--- src/rtl/err_status_reg.sv ---
module err_status_reg #(
  parameter int CODE_W = 8
) (
  input  logic              clk,
  input  logic              rst_n,
  input  logic              ev_strobe,
  input  logic [CODE_W-1:0] ev_code,
  input  logic              sw_wr,
  input  logic [31:0]       sw_wdata,
  input  logic              sw_nonsec,
  input  logic              ns_allow,
  output logic [31:0]       sw_rdata
);
  localparam int VBIT  = 30;
  localparam int OFBIT = 27;
  localparam int CELO  = 24;
  localparam logic [1:0] CE_SET = 2'b10;

  logic              v_q, of_q;
  logic [1:0]        ce_q;
  logic [CODE_W-1:0] code_q;

  logic denied, wr_ok, of_clr, ce_clr, v_clr, ce_busy;

  assign denied  = sw_nonsec && !ns_allow;
  assign wr_ok   = sw_wr && !denied;
  assign ce_busy = ce_q != 2'b00;
  assign of_clr  = wr_ok && sw_wdata[OFBIT];
  assign ce_clr  = wr_ok && (sw_wdata[CELO+1:CELO] == 2'b11) && (!of_q || of_clr);
  assign v_clr   = wr_ok && sw_wdata[VBIT] && (!ce_busy || ce_clr);

  always_ff @(posedge clk) begin
    if (!rst_n) begin
      v_q    <= 1'b0;
      of_q   <= 1'b0;
      ce_q   <= 2'b00;
      code_q <= '0;
    end else if (ev_strobe) begin
      v_q <= 1'b1;
      if (ce_busy) begin
        of_q <= 1'b1;
      end else begin
        of_q   <= of_q && !of_clr;
        ce_q   <= CE_SET;
        code_q <= ev_code;
      end
    end else begin
      if (v_clr)  v_q  <= 1'b0;
      if (of_clr) of_q <= 1'b0;
      if (ce_clr) begin
        ce_q   <= 2'b00;
        code_q <= '0;
      end
    end
  end

  logic [31:0] image;
  always_comb begin
    image = '0;
    image[VBIT] = v_q;
    image[OFBIT] = of_q;
    image[CELO+1:CELO] = ce_q;
    image[CODE_W-1:0] = code_q;
  end

  assign sw_rdata = denied ? '0 : image;
endmodule


--- config.mk ---
export PLATFORM = sky130hd
export DESIGN_NAME = err_status_reg
export DESIGN_NICKNAME = d
export VERILOG_FILES = /design/src/rtl/err_status_reg.sv
export SDC_FILE = /design/constraint.sdc
export NUM_CORES = 1
export LEC_CHECK = 0
export BUFFER_PORTS_ARGS = -buffer_cell sky130_fd_sc_hd__buf_4
export CAP_MARGIN = 0
export CORE_MARGIN = 2
export CORE_UTILIZATION = 36
export DETAILED_ROUTE_END_ITERATION = 12
export MAX_ROUTING_LAYER = met4
export PLACE_DENSITY = 0.84
export SYNTH_ARGS = -nofsm -noshare
export SYNTH_HDL_FRONTEND = slang
export SYNTH_SLANG_ARGS = --single-unit
--- constraint.sdc ---
create_clock -name clk -period 1.6 [get_ports clk]
set_input_delay 0.32 -clock clk [delete_from_list [all_inputs] [get_ports clk]]
set_output_delay 0.32 -clock clk [all_outputs]
set_load 0.05 [all_outputs]
==> summary.txt, run 1 <==
CTS
  • Clock sinks: 11
  • Post-CTS Setup Bufs: 0
  • Clock-pin slew of the registers on the worst-case setup and hold paths: 0.07 ns
  • CTS tree: built
  • H-tree Lvls: 1
  • Clk buf depth: 2
  • Clock Latency Late Sink: 0.26 ns
  • Cts bufs inserted: 3
  • Post-cts sizing count: 0
  • CTS root buffer: clkbuf_4
  • Hold_buf cts: 0

Layout
  • Area of the multi-input gates: 391.6 um^2
  • Post-layout nets: 162
  • # fillers: 201
  • Final Util: 45.90%
  • Reg area: 220.2 um^2
  • Share of layout cells above drive strength 1: 28.70%
  • Area Growth Syn to Fin: 23.25%
  • Diode count: 0

STA
  • Slew @ Worst Pin: 0.5492 ns
  • Endpoints failing hold: 0
  • Rel. slew slack: 63.31%
  • RSZ-0062 raised after global routing: false
  • Clock Skew: 0.002009 ns
  • Setup violators final: 0
  • Sum of negative setup slack: 0 ns
  • Slew Limit Fails: 0
  • Tmin final: 1.462 ns
  • F_max: 684.2 MHz
  • Final worst-path cycle share: 91.35%

Route
  • Drt wl/cell: 10.18 um
  • Met2 wire length: 751 um
  • Final ANT Viol Nets: 0
  • DRT iter0 DRCs: 2
  • Via count: 618
  • Highest metal used: met4
  • First-pass DRT Iterations: 3
  • M1 WL: 540 um
  • Final WL: 1.445 mm
  • Vias per inst: 4.352
  • Residual DRC: 0
  • Metal3 WL: 131 um

Synthesis
  • Synth Area in XOR/XNOR: 0%
  • Synthesis-stage register bit count: 11
  • Synth warn: 0
  • Cells after synthesis: 89
  • Synth cell types: 18
  • Synth Area in Simple Gates: 32.87%
  • Synthesized cell area: 715.7 um^2
  • Sequential fraction of the synthesis area: 30.77%
  • Main combinational cell family by area after synthesis: simple AND/OR/NAND/NOR gates
  • Multiplexer area fraction after synthesis: 0%
  • Synthesized area per cell: 8.041 um^2
  • Post-Synth Adder-Cell Area: 0%
  • Post-synthesis compound-gate area fraction: 10.84%

Die
  • Core Region: 1922 um^2
  • Die W: 48.59 um
  • Rows: 16
  • # IOs: 78
  • Total Die Area: 2361 um^2
  • Initial core utilization: 37.24%
  • Die Ht: 48.59 um

Critical path
  • CP peak stage delay: 0.28 ns
  • CP startpoint kind: input port
  • Crit path top cell by count: buf_4
  • WP buf/inv: 2
  • Critical Path RT: 1.28 ns
  • Slowest cell on crit path: nand2b_1
  • CP Capture Type: output pin
  • Setup CP Type: input port to output pin
  • CP delay by family, top: simple AND/OR/NAND/NOR gates
  • CP arrival: 1.14 ns
  • Crit path cell chain: buf_4, nand2b_1, and2_1, buf_4
  • Crit-path max FO: 12
  • R2r startpoint: of_q
  • Crit path from: ns_allow

Run status
  • Status: complete, no violations

Power
  • Pwr dens: 877.9 nW/um^2
  • Worst vdd ir: 0.0002903 V
  • Leak pwr: 0.4226 nW

Placement
  • DP Wirelength: 1.113 mm
  • PortBufs: 28
  • Final Wtd Congestion: 0.6401

Global route
  • GRT Overall Usage: 12.43%
  • Number of global-route vias before repair: 528
  • First-pass GRT wire length: 2.159 mm
  • Initial antenna violation count: 0
  • Total gr overflow: 0
  • Largest net degree at the start of global routing: 20

Hold path
  • Hold_sp: ev_code[3]
  • Worst hold-check path type: input port to flip-flop

Job
  • Max-Cap Viols: 0
==> registers in the layout (all words and copies together), names as in the netlist <==
register / flops
v_q: 1
ce_q: 1
of_q: 1
code_q: 8
==> worst paths after layout <==
kind | to | slack (ns) | cells past startpoint
setup / recovery | sw_rdata[6] | 0.14 | 4
hold reg to reg | code_q[1] | 0.46 | 2
hold / removal | code_q[3] | 0.28 | 3
setup reg to reg | code_q[7] | 0.34 | 3
==> synthesized netlist by cell type, drive strengths merged <==
cell | number | area share (%)
clkbuf | 3 | 1.6
nand3 | 16 | 11
o22ai | 1 | 0.87
and2 | 11 | 9.6
dfxtp | 11 | 31
a41oi | 1 | 1.2
nand2b | 2 | 1.7
nor4b | 1 | 3.3
conb | 1 | 0.52
a21boi | 1 | 1.0
nor2b | 3 | 2.6
nand3b | 1 | 2.8
o21ai | 11 | 7.7
buf | 23 | 23
nand2 | 2 | 1.0
nor2 | 1 | 0.52
==> logic make-up (layout without fill, tap and decap cells) <==
family	count (synthesis)	count (layout)
AND/OR/NAND/NOR	37	37
buffers and inverters	26	32
AO/OA/AOI/OAI	14	14
flip-flops	11	11
other	1	21
==> final cells by class <==
type                            instances  share of cell area (%)
Clock buffer                            4                   2.979
Multi-Input combinational cell         72                   44.40
Sequential cell                        11                   24.96
Tap cell                               27                   3.830
Timing Repair Buffer                   28                   23.83
==> power breakdown <==
group	switching (W)	internal, W	leakage, nW
sequential	0.00000956	0.000292	0.0907
clock	0.0000919	0.0000962	0.0150
combinational	0.000213	0.0000716	0.317
total	0.000315	0.000459	0.423
==> metal layers <==
metal,vias up,GRT usage [%]
met5,-,-
met4,0,8.571
met3,2,4.938
met2,27,21.76
met1,283,10.92
li1,306,-
==> per-stage QoR <==
stage	setup slack, ns	cells	cell area, um^2	hold WS (ns)	total power [W]
global placement	0.1481	138	855.8	0.4438	0.0005877
finish	0.1384	142	882.1	0.2792	0.0007744
detailed placement	0.1264	138	855.8	0.4491	0.0005924
CTS	0.1234	142	882.1	0.2808	0.0007733
floorplan	0.2039	109	790.8	0.4355	0.0005639
global route	0.08548	142	882.1	0.2732	0.0008073
==> cell usage in the layout, fill, tap and decap left out, types with 2 or more instances in the layout <==
master / netlist / routed
conb_1: 1 / 21
buf_4: 21 / 28
nand3_1: 16 / 16
nand2b_1: 2 / 2
o21ai_0: 3 / 3
dfxtp_1: 11 / 11
nor2b_1: 3 / 3
o21ai_1: 8 / 8
and2_1: 11 / 11
clkbuf_4: 0 / 3
nand2_1: 2 / 2
==> tightest hold or removal path: stages <==
cell     delay, ns
buf_4         0.08
nand3_1       0.05
o21ai_1       0.06
No activity file was read; power rests on OpenSTA's default activity.
==> inputs of run 2 (changes only) <==
--- a/config.mk
+++ b/config.mk
@@ -5,13 +5,14 @@
 export SDC_FILE = /design/constraint.sdc
 export NUM_CORES = 1
 export LEC_CHECK = 0
+export ABC_AREA = 1
 export BUFFER_PORTS_ARGS = -buffer_cell sky130_fd_sc_hd__buf_4
-export CAP_MARGIN = 0
+export CAP_MARGIN = 10
 export CORE_MARGIN = 2
-export CORE_UTILIZATION = 36
+export CORE_UTILIZATION = 35
 export DETAILED_ROUTE_END_ITERATION = 12
 export MAX_ROUTING_LAYER = met4
-export PLACE_DENSITY = 0.84
+export PLACE_DENSITY = 0.83
 export SYNTH_ARGS = -nofsm -noshare
 export SYNTH_HDL_FRONTEND = slang
 export SYNTH_SLANG_ARGS = --single-unit
==> summary.txt, run 2 <==
CTS
  • H-tree Lvls: 1
  • Cts bufs inserted: 3
  • Clock sinks: 11
  • Clock Latency Late Sink: 0.27 ns
  • Clock-pin slew of the registers on the worst-case setup and hold paths: 0.06 ns
  • Hold_buf cts: 0
  • CTS tree: built
  • CTS root buffer: clkbuf_4
  • Post-CTS Setup Bufs: 0
  • Clk buf depth: 2
  • Post-cts sizing count: 0

Power
  • Worst vdd ir: 0.0003831 V
  • Pwr dens: 880.6 nW/um^2
  • Leak pwr: 0.4438 nW

Route
  • Final WL: 1.386 mm
  • DRT iter0 DRCs: 11
  • Residual DRC: 0
  • Vias per inst: 3.975
  • Via count: 628
  • First-pass DRT Iterations: 4
  • Drt wl/cell: 8.772 um
  • Final ANT Viol Nets: 0

Hold path
  • Hold_sp: ev_code[3]
  • Worst hold-check path type: input port to flip-flop
  • Hold Path Sink: code_q[3]
  • Hold Crit Depth: 3

Global route
  • GRT Overall Usage: 11.54%
  • Initial antenna violation count: 0
  • Largest net degree at the start of global routing: 12
  • Number of global-route vias before repair: 513
  • First-pass GRT wire length: 2.028 mm
  • Total gr overflow: 0

Critical path
  • CP startpoint kind: input port
  • CP Capture Type: output pin
  • CP arrival: 1.08 ns
  • R2r startpoint: ce_q[1]
  • Crit-path max FO: 11
  • Worst R2R Path Depth: 4
  • Worst R2R End: code_q[5]
  • Reg2Reg Setup Slack: 0.58 ns
  • Setup CP Type: input port to output pin
  • Critical Path RT: 1.28 ns

Die
  • Die Ht: 48.46 um
  • Core Region: 1922 um^2
  • Rows: 16
  • Initial core utilization: 36.00%
  • Die W: 48.46 um
  • Total Die Area: 2348 um^2
  • # IOs: 78

Synthesis
  • Synthesized area per cell: 6.851 um^2
  • Synth warn: 0
  • Synth cell types: 17
  • Sequential fraction of the synthesis area: 31.83%
  • Top FF cell, synth: dfxtp_1
  • Most common library cells after synthesis: buf_4, inv_1, nor2_1, nand2_1, dfxtp_1
  • Synthesis-stage register bit count: 11
  • Share of the synthesized area in the top cell type: 31.83%
  • EDFF count, synth: 0
  • Cells after synthesis: 101
  • Synth top area cells: dfxtp_1, buf_4, inv_1
  • Most common cell in the netlist: buf_4
  • Post-synth top area cell: dfxtp_1
  • Ys async rst share: 0%
  • Synthesized cell area: 691.9 um^2

STA
  • Setup violators final: 0
  • Slew Limit Fails: 0
  • Final worst-path cycle share: 87.32%
  • Endpoints failing hold: 0
  • RSZ-0062 raised after global routing: false
  • Clock Skew: 0.001985 ns
  • Worst hold slack: 0.3099 ns
  • Tmin final: 1.397 ns
  • Sum of negative setup slack: 0 ns
  • F_max: 715.7 MHz

Placement
  • Final Wtd Congestion: 0.7069
  • DP Wirelength: 1.102 mm
  • PortBufs: 28

Layout
  • Share of layout cells above drive strength 1: 29.01%
  • Diode count: 0
  • Area Growth Syn to Fin: 26.40%
  • Post-layout nets: 178
  • Max reg flops: 8
  • Most common cell after layout, fill and taps aside: buf_4
  • Largest reg by FF count: code_q
  • Final Util: 45.51%
  • Commonest cells after routing, fill and taps aside: buf_4, conb_1, inv_1, nor2_1, nand2_1

Job
  • Max-Cap Viols: 0

Run status
  • Status: complete, no violations
run 2: power breakdown:
part / internal, W / switching, W
logic: 0.0000676 / 0.000216
registers: 0.000291 / 0.0000103
clock network: 0.0000965 / 0.0000889
total: 0.000455 / 0.000315
run 2: critical path, stage by stage:
cell and delay [ns]:
buf_4 0.10, inv_1 0.04, nand2_1 0.07, inv_1 0.26, nor2_1 0.08, buf_4 0.20
run 2: final cells by class:
class / count / area, um^2
Multi-Input combinational cell: 71 / 320.3
Sequential cell: 11 / 220.2
Timing Repair Buffer: 28 / 210.2
Fill cell: 225 / 1047
Tap cell: 27 / 33.78
Clock buffer: 4 / 26.28
Inverter: 17 / 63.81
run 2: metrics by stage:
step / instances / cell area (um^2) / total power [W] / setup WS (ns)
after floorplan: 121 / 767.0 / 0.0005623 / 0.008155
after global placement: 154 / 848.3 / 0.0005866 / 0.1979
after detailed placement: 154 / 848.3 / 0.0005916 / 0.1849
after CTS: 158 / 874.6 / 0.0007803 / 0.1798
after global routing: 158 / 874.6 / 0.0008032 / 0.1104
final: 158 / 874.6 / 0.0007702 / 0.2028
run 2: kinds of logic (layout without fill, tap and decap cells):
kind of cell           after synthesis  in the layout  synth area share (%)
buffers and inverters               39             49                 32.73
AOI/OAI and AO/OA                   12             12                 9.222
other                                1             21                0.5420
DFF                                 11             11                 31.83
and+or+nand+nor                     38             38                 25.68
run 2: worst max-delay path by stage:
stage,start,endpoint
global route,ns_allow,sw_rdata[6]
global placement,ns_allow,sw_rdata[25]
detailed placement,ns_allow,sw_rdata[4]
finish,ns_allow,sw_rdata[30]
floorplan,ns_allow,sw_rdata[0]
CTS,ce_q[1],sw_rdata[25]
run 2: per-layer routing:
metal / part of all wire [%] / GRT usage, % / wire [um] / vias up
met5: 0 / - / 0 / -
met4: 0.72 / 4.286 / 10 / 0
met3: 8.4 / 5.864 / 116 / 2
met2: 53 / 19.91 / 732 / 28
met1: 38 / 11.05 / 526 / 273
li1: - / - / - / 325
==> inputs of run 3 (changes only) <==
--- a/config.mk
+++ b/config.mk
@@ -13,6 +13,7 @@
 export DETAILED_ROUTE_END_ITERATION = 12
 export MAX_ROUTING_LAYER = met4
 export PLACE_DENSITY = 0.83
+export RECOVER_POWER = 100
 export SYNTH_ARGS = -nofsm -noshare
 export SYNTH_HDL_FRONTEND = slang
 export SYNTH_SLANG_ARGS = --single-unit
==> summary.txt, run 3 (synthesis results as in run 2) <==
Run status
  • Status: complete, no violations

STA
  • Slew @ Worst Pin: 0.6104 ns
  • Slew Limit Fails: 0
  • RSZ-0062 raised after global routing: false
  • Setup violators final: 0
  • Sum of negative setup slack: 0 ns
  • Final worst-path cycle share: 90.09%
  • Rel. slew slack: 59.16%
  • Clock Skew: 0.002423 ns
  • Endpoints failing hold: 0
  • Tmin final: 1.441 ns
  • F_max: 693.8 MHz

CTS
  • H-tree Lvls: 1
  • Clock Latency Late Sink: 0.27 ns
  • Cts bufs inserted: 3
  • Clock-pin slew of the registers on the worst-case setup and hold paths: 0.07 ns
  • Post-CTS Setup Bufs: 0
  • Clk buf depth: 2
  • Clock sinks: 11
  • CTS root buffer: clkbuf_4
  • CTS tree: built
  • Post-cts sizing count: 0
  • Hold_buf cts: 0

Global route
  • Number of global-route vias before repair: 513
  • Total gr overflow: 0
  • First-pass GRT wire length: 2.028 mm
  • Largest net degree at the start of global routing: 12
  • GRT Overall Usage: 11.54%
  • Initial antenna violation count: 0

Layout
  • Commonest cells after routing, fill and taps aside: conb_1, buf_4, nor2_1, inv_1, nand2_1
  • Area Growth Syn to Fin: 19.89%
  • Most common cell after layout, fill and taps aside: conb_1
  • Post-layout nets: 178
  • Max reg flops: 8
  • Largest reg by FF count: code_q
  • Diode count: 0
  • # fillers: 232
  • Area of the multi-input gates: 302.8 um^2
  • Reg area: 220.2 um^2
  • Share of layout cells above drive strength 1: 26.72%
  • Fin cells: 158

Power
  • Pwr dens: 911.9 nW/um^2
  • Leak pwr: 0.4345 nW
  • Worst vdd ir: 0.0003821 V

Die
  • Core Region: 1922 um^2
  • Rows: 16
  • Total Die Area: 2348 um^2
  • Initial core utilization: 36.00%
  • # IOs: 78
  • Die W: 48.46 um
  • Die Ht: 48.46 um

Route
  • Via count: 628
  • First-pass DRT Iterations: 4
  • Residual DRC: 0
  • Final ANT Viol Nets: 0
  • Vias per inst: 3.975
  • DRT iter0 DRCs: 12
  • Final WL: 1.399 mm
  • Drt wl/cell: 8.854 um

Critical path
  • CP arrival: 1.12 ns
  • CP Capture Type: output pin
  • CP startpoint kind: input port
  • Setup CP Type: input port to output pin
  • Critical Path RT: 1.28 ns
  • Crit-path max FO: 11

Placement
  • Final Wtd Congestion: 0.7069
  • PortBufs: 28
  • DP Cell Count: 154
  • DP Wirelength: 1.102 mm

Job
  • Max-Cap Viols: 0

Hold path
  • Worst hold-check path type: input port to flip-flop
-- run 3: cell count changes in the layout (fill, tap and decap cells not counted), sizes merged --
cell	previous run	this run
buf	28	21
clkbuf	4	11
-- run 3: worst paths after layout --
| kind | from | end | slack [ns] | cells past startpoint |
|---|---|---|---|---|
| min reg2reg | code_q[3] | code_q[3] | 0.48 | 2 |
| max | ns_allow | sw_rdata[30] | 0.16 | 6 |
| max reg2reg | ce_q[1] | code_q[5] | 0.26 | 4 |
| min | ev_code[1] | code_q[1] | 0.31 | 3 |
-- run 3: worst max-delay path: stages --
cell and delay [ns]:
buf_4 0.10, inv_1 0.04, nand2_1 0.07, inv_1 0.26, nor2_1 0.08, clkbuf_2 0.24
-- run 3: final cells by class --
class                           instances  share of cell area (%)
Sequential cell                        11                   26.55
Inverter                               17                   7.692
Clock buffer                            4                   3.167
Multi-Input combinational cell         71                   36.50
Tap cell                               27                   4.072
Timing Repair Buffer                   28                   22.02
-- run 3: power breakdown --
| group | internal (W) | leakage [nW] | switching [W] |
|---|---|---|---|
| Combinational | 0.0000572 | 0.329 | 0.000213 |
| Clock | 0.0000965 | 0.0150 | 0.0000891 |
| Sequential | 0.000291 | 0.0906 | 0.00000938 |
-- run 3: routing by layer --
metal	routed length [um]	part of all wire, %	GRT usage (%)
met1	533	38	11.05
met2	733	52	19.91
met3	121	8.6	5.864
met4	10	0.71	4.286
met5	0	0	-
-- run 3: metrics by stage --
stage          util (%)  instance area, um^2  hold slack, ns  total power, W  setup slack (ns)
2_1_floorplan         -                767.0          0.4558       0.0005623          0.008155
3_3_place_gp      44.14                848.3          0.4660       0.0005866            0.1979
3_5_place_dp      44.14                848.3          0.4749       0.0005916            0.1849
4_1_cts           45.51                874.6          0.2994       0.0007803            0.1798
5_1_grt           43.16                829.5          0.3047       0.0007893           0.07361
6_report          43.16                829.5          0.3113       0.0007565            0.1586
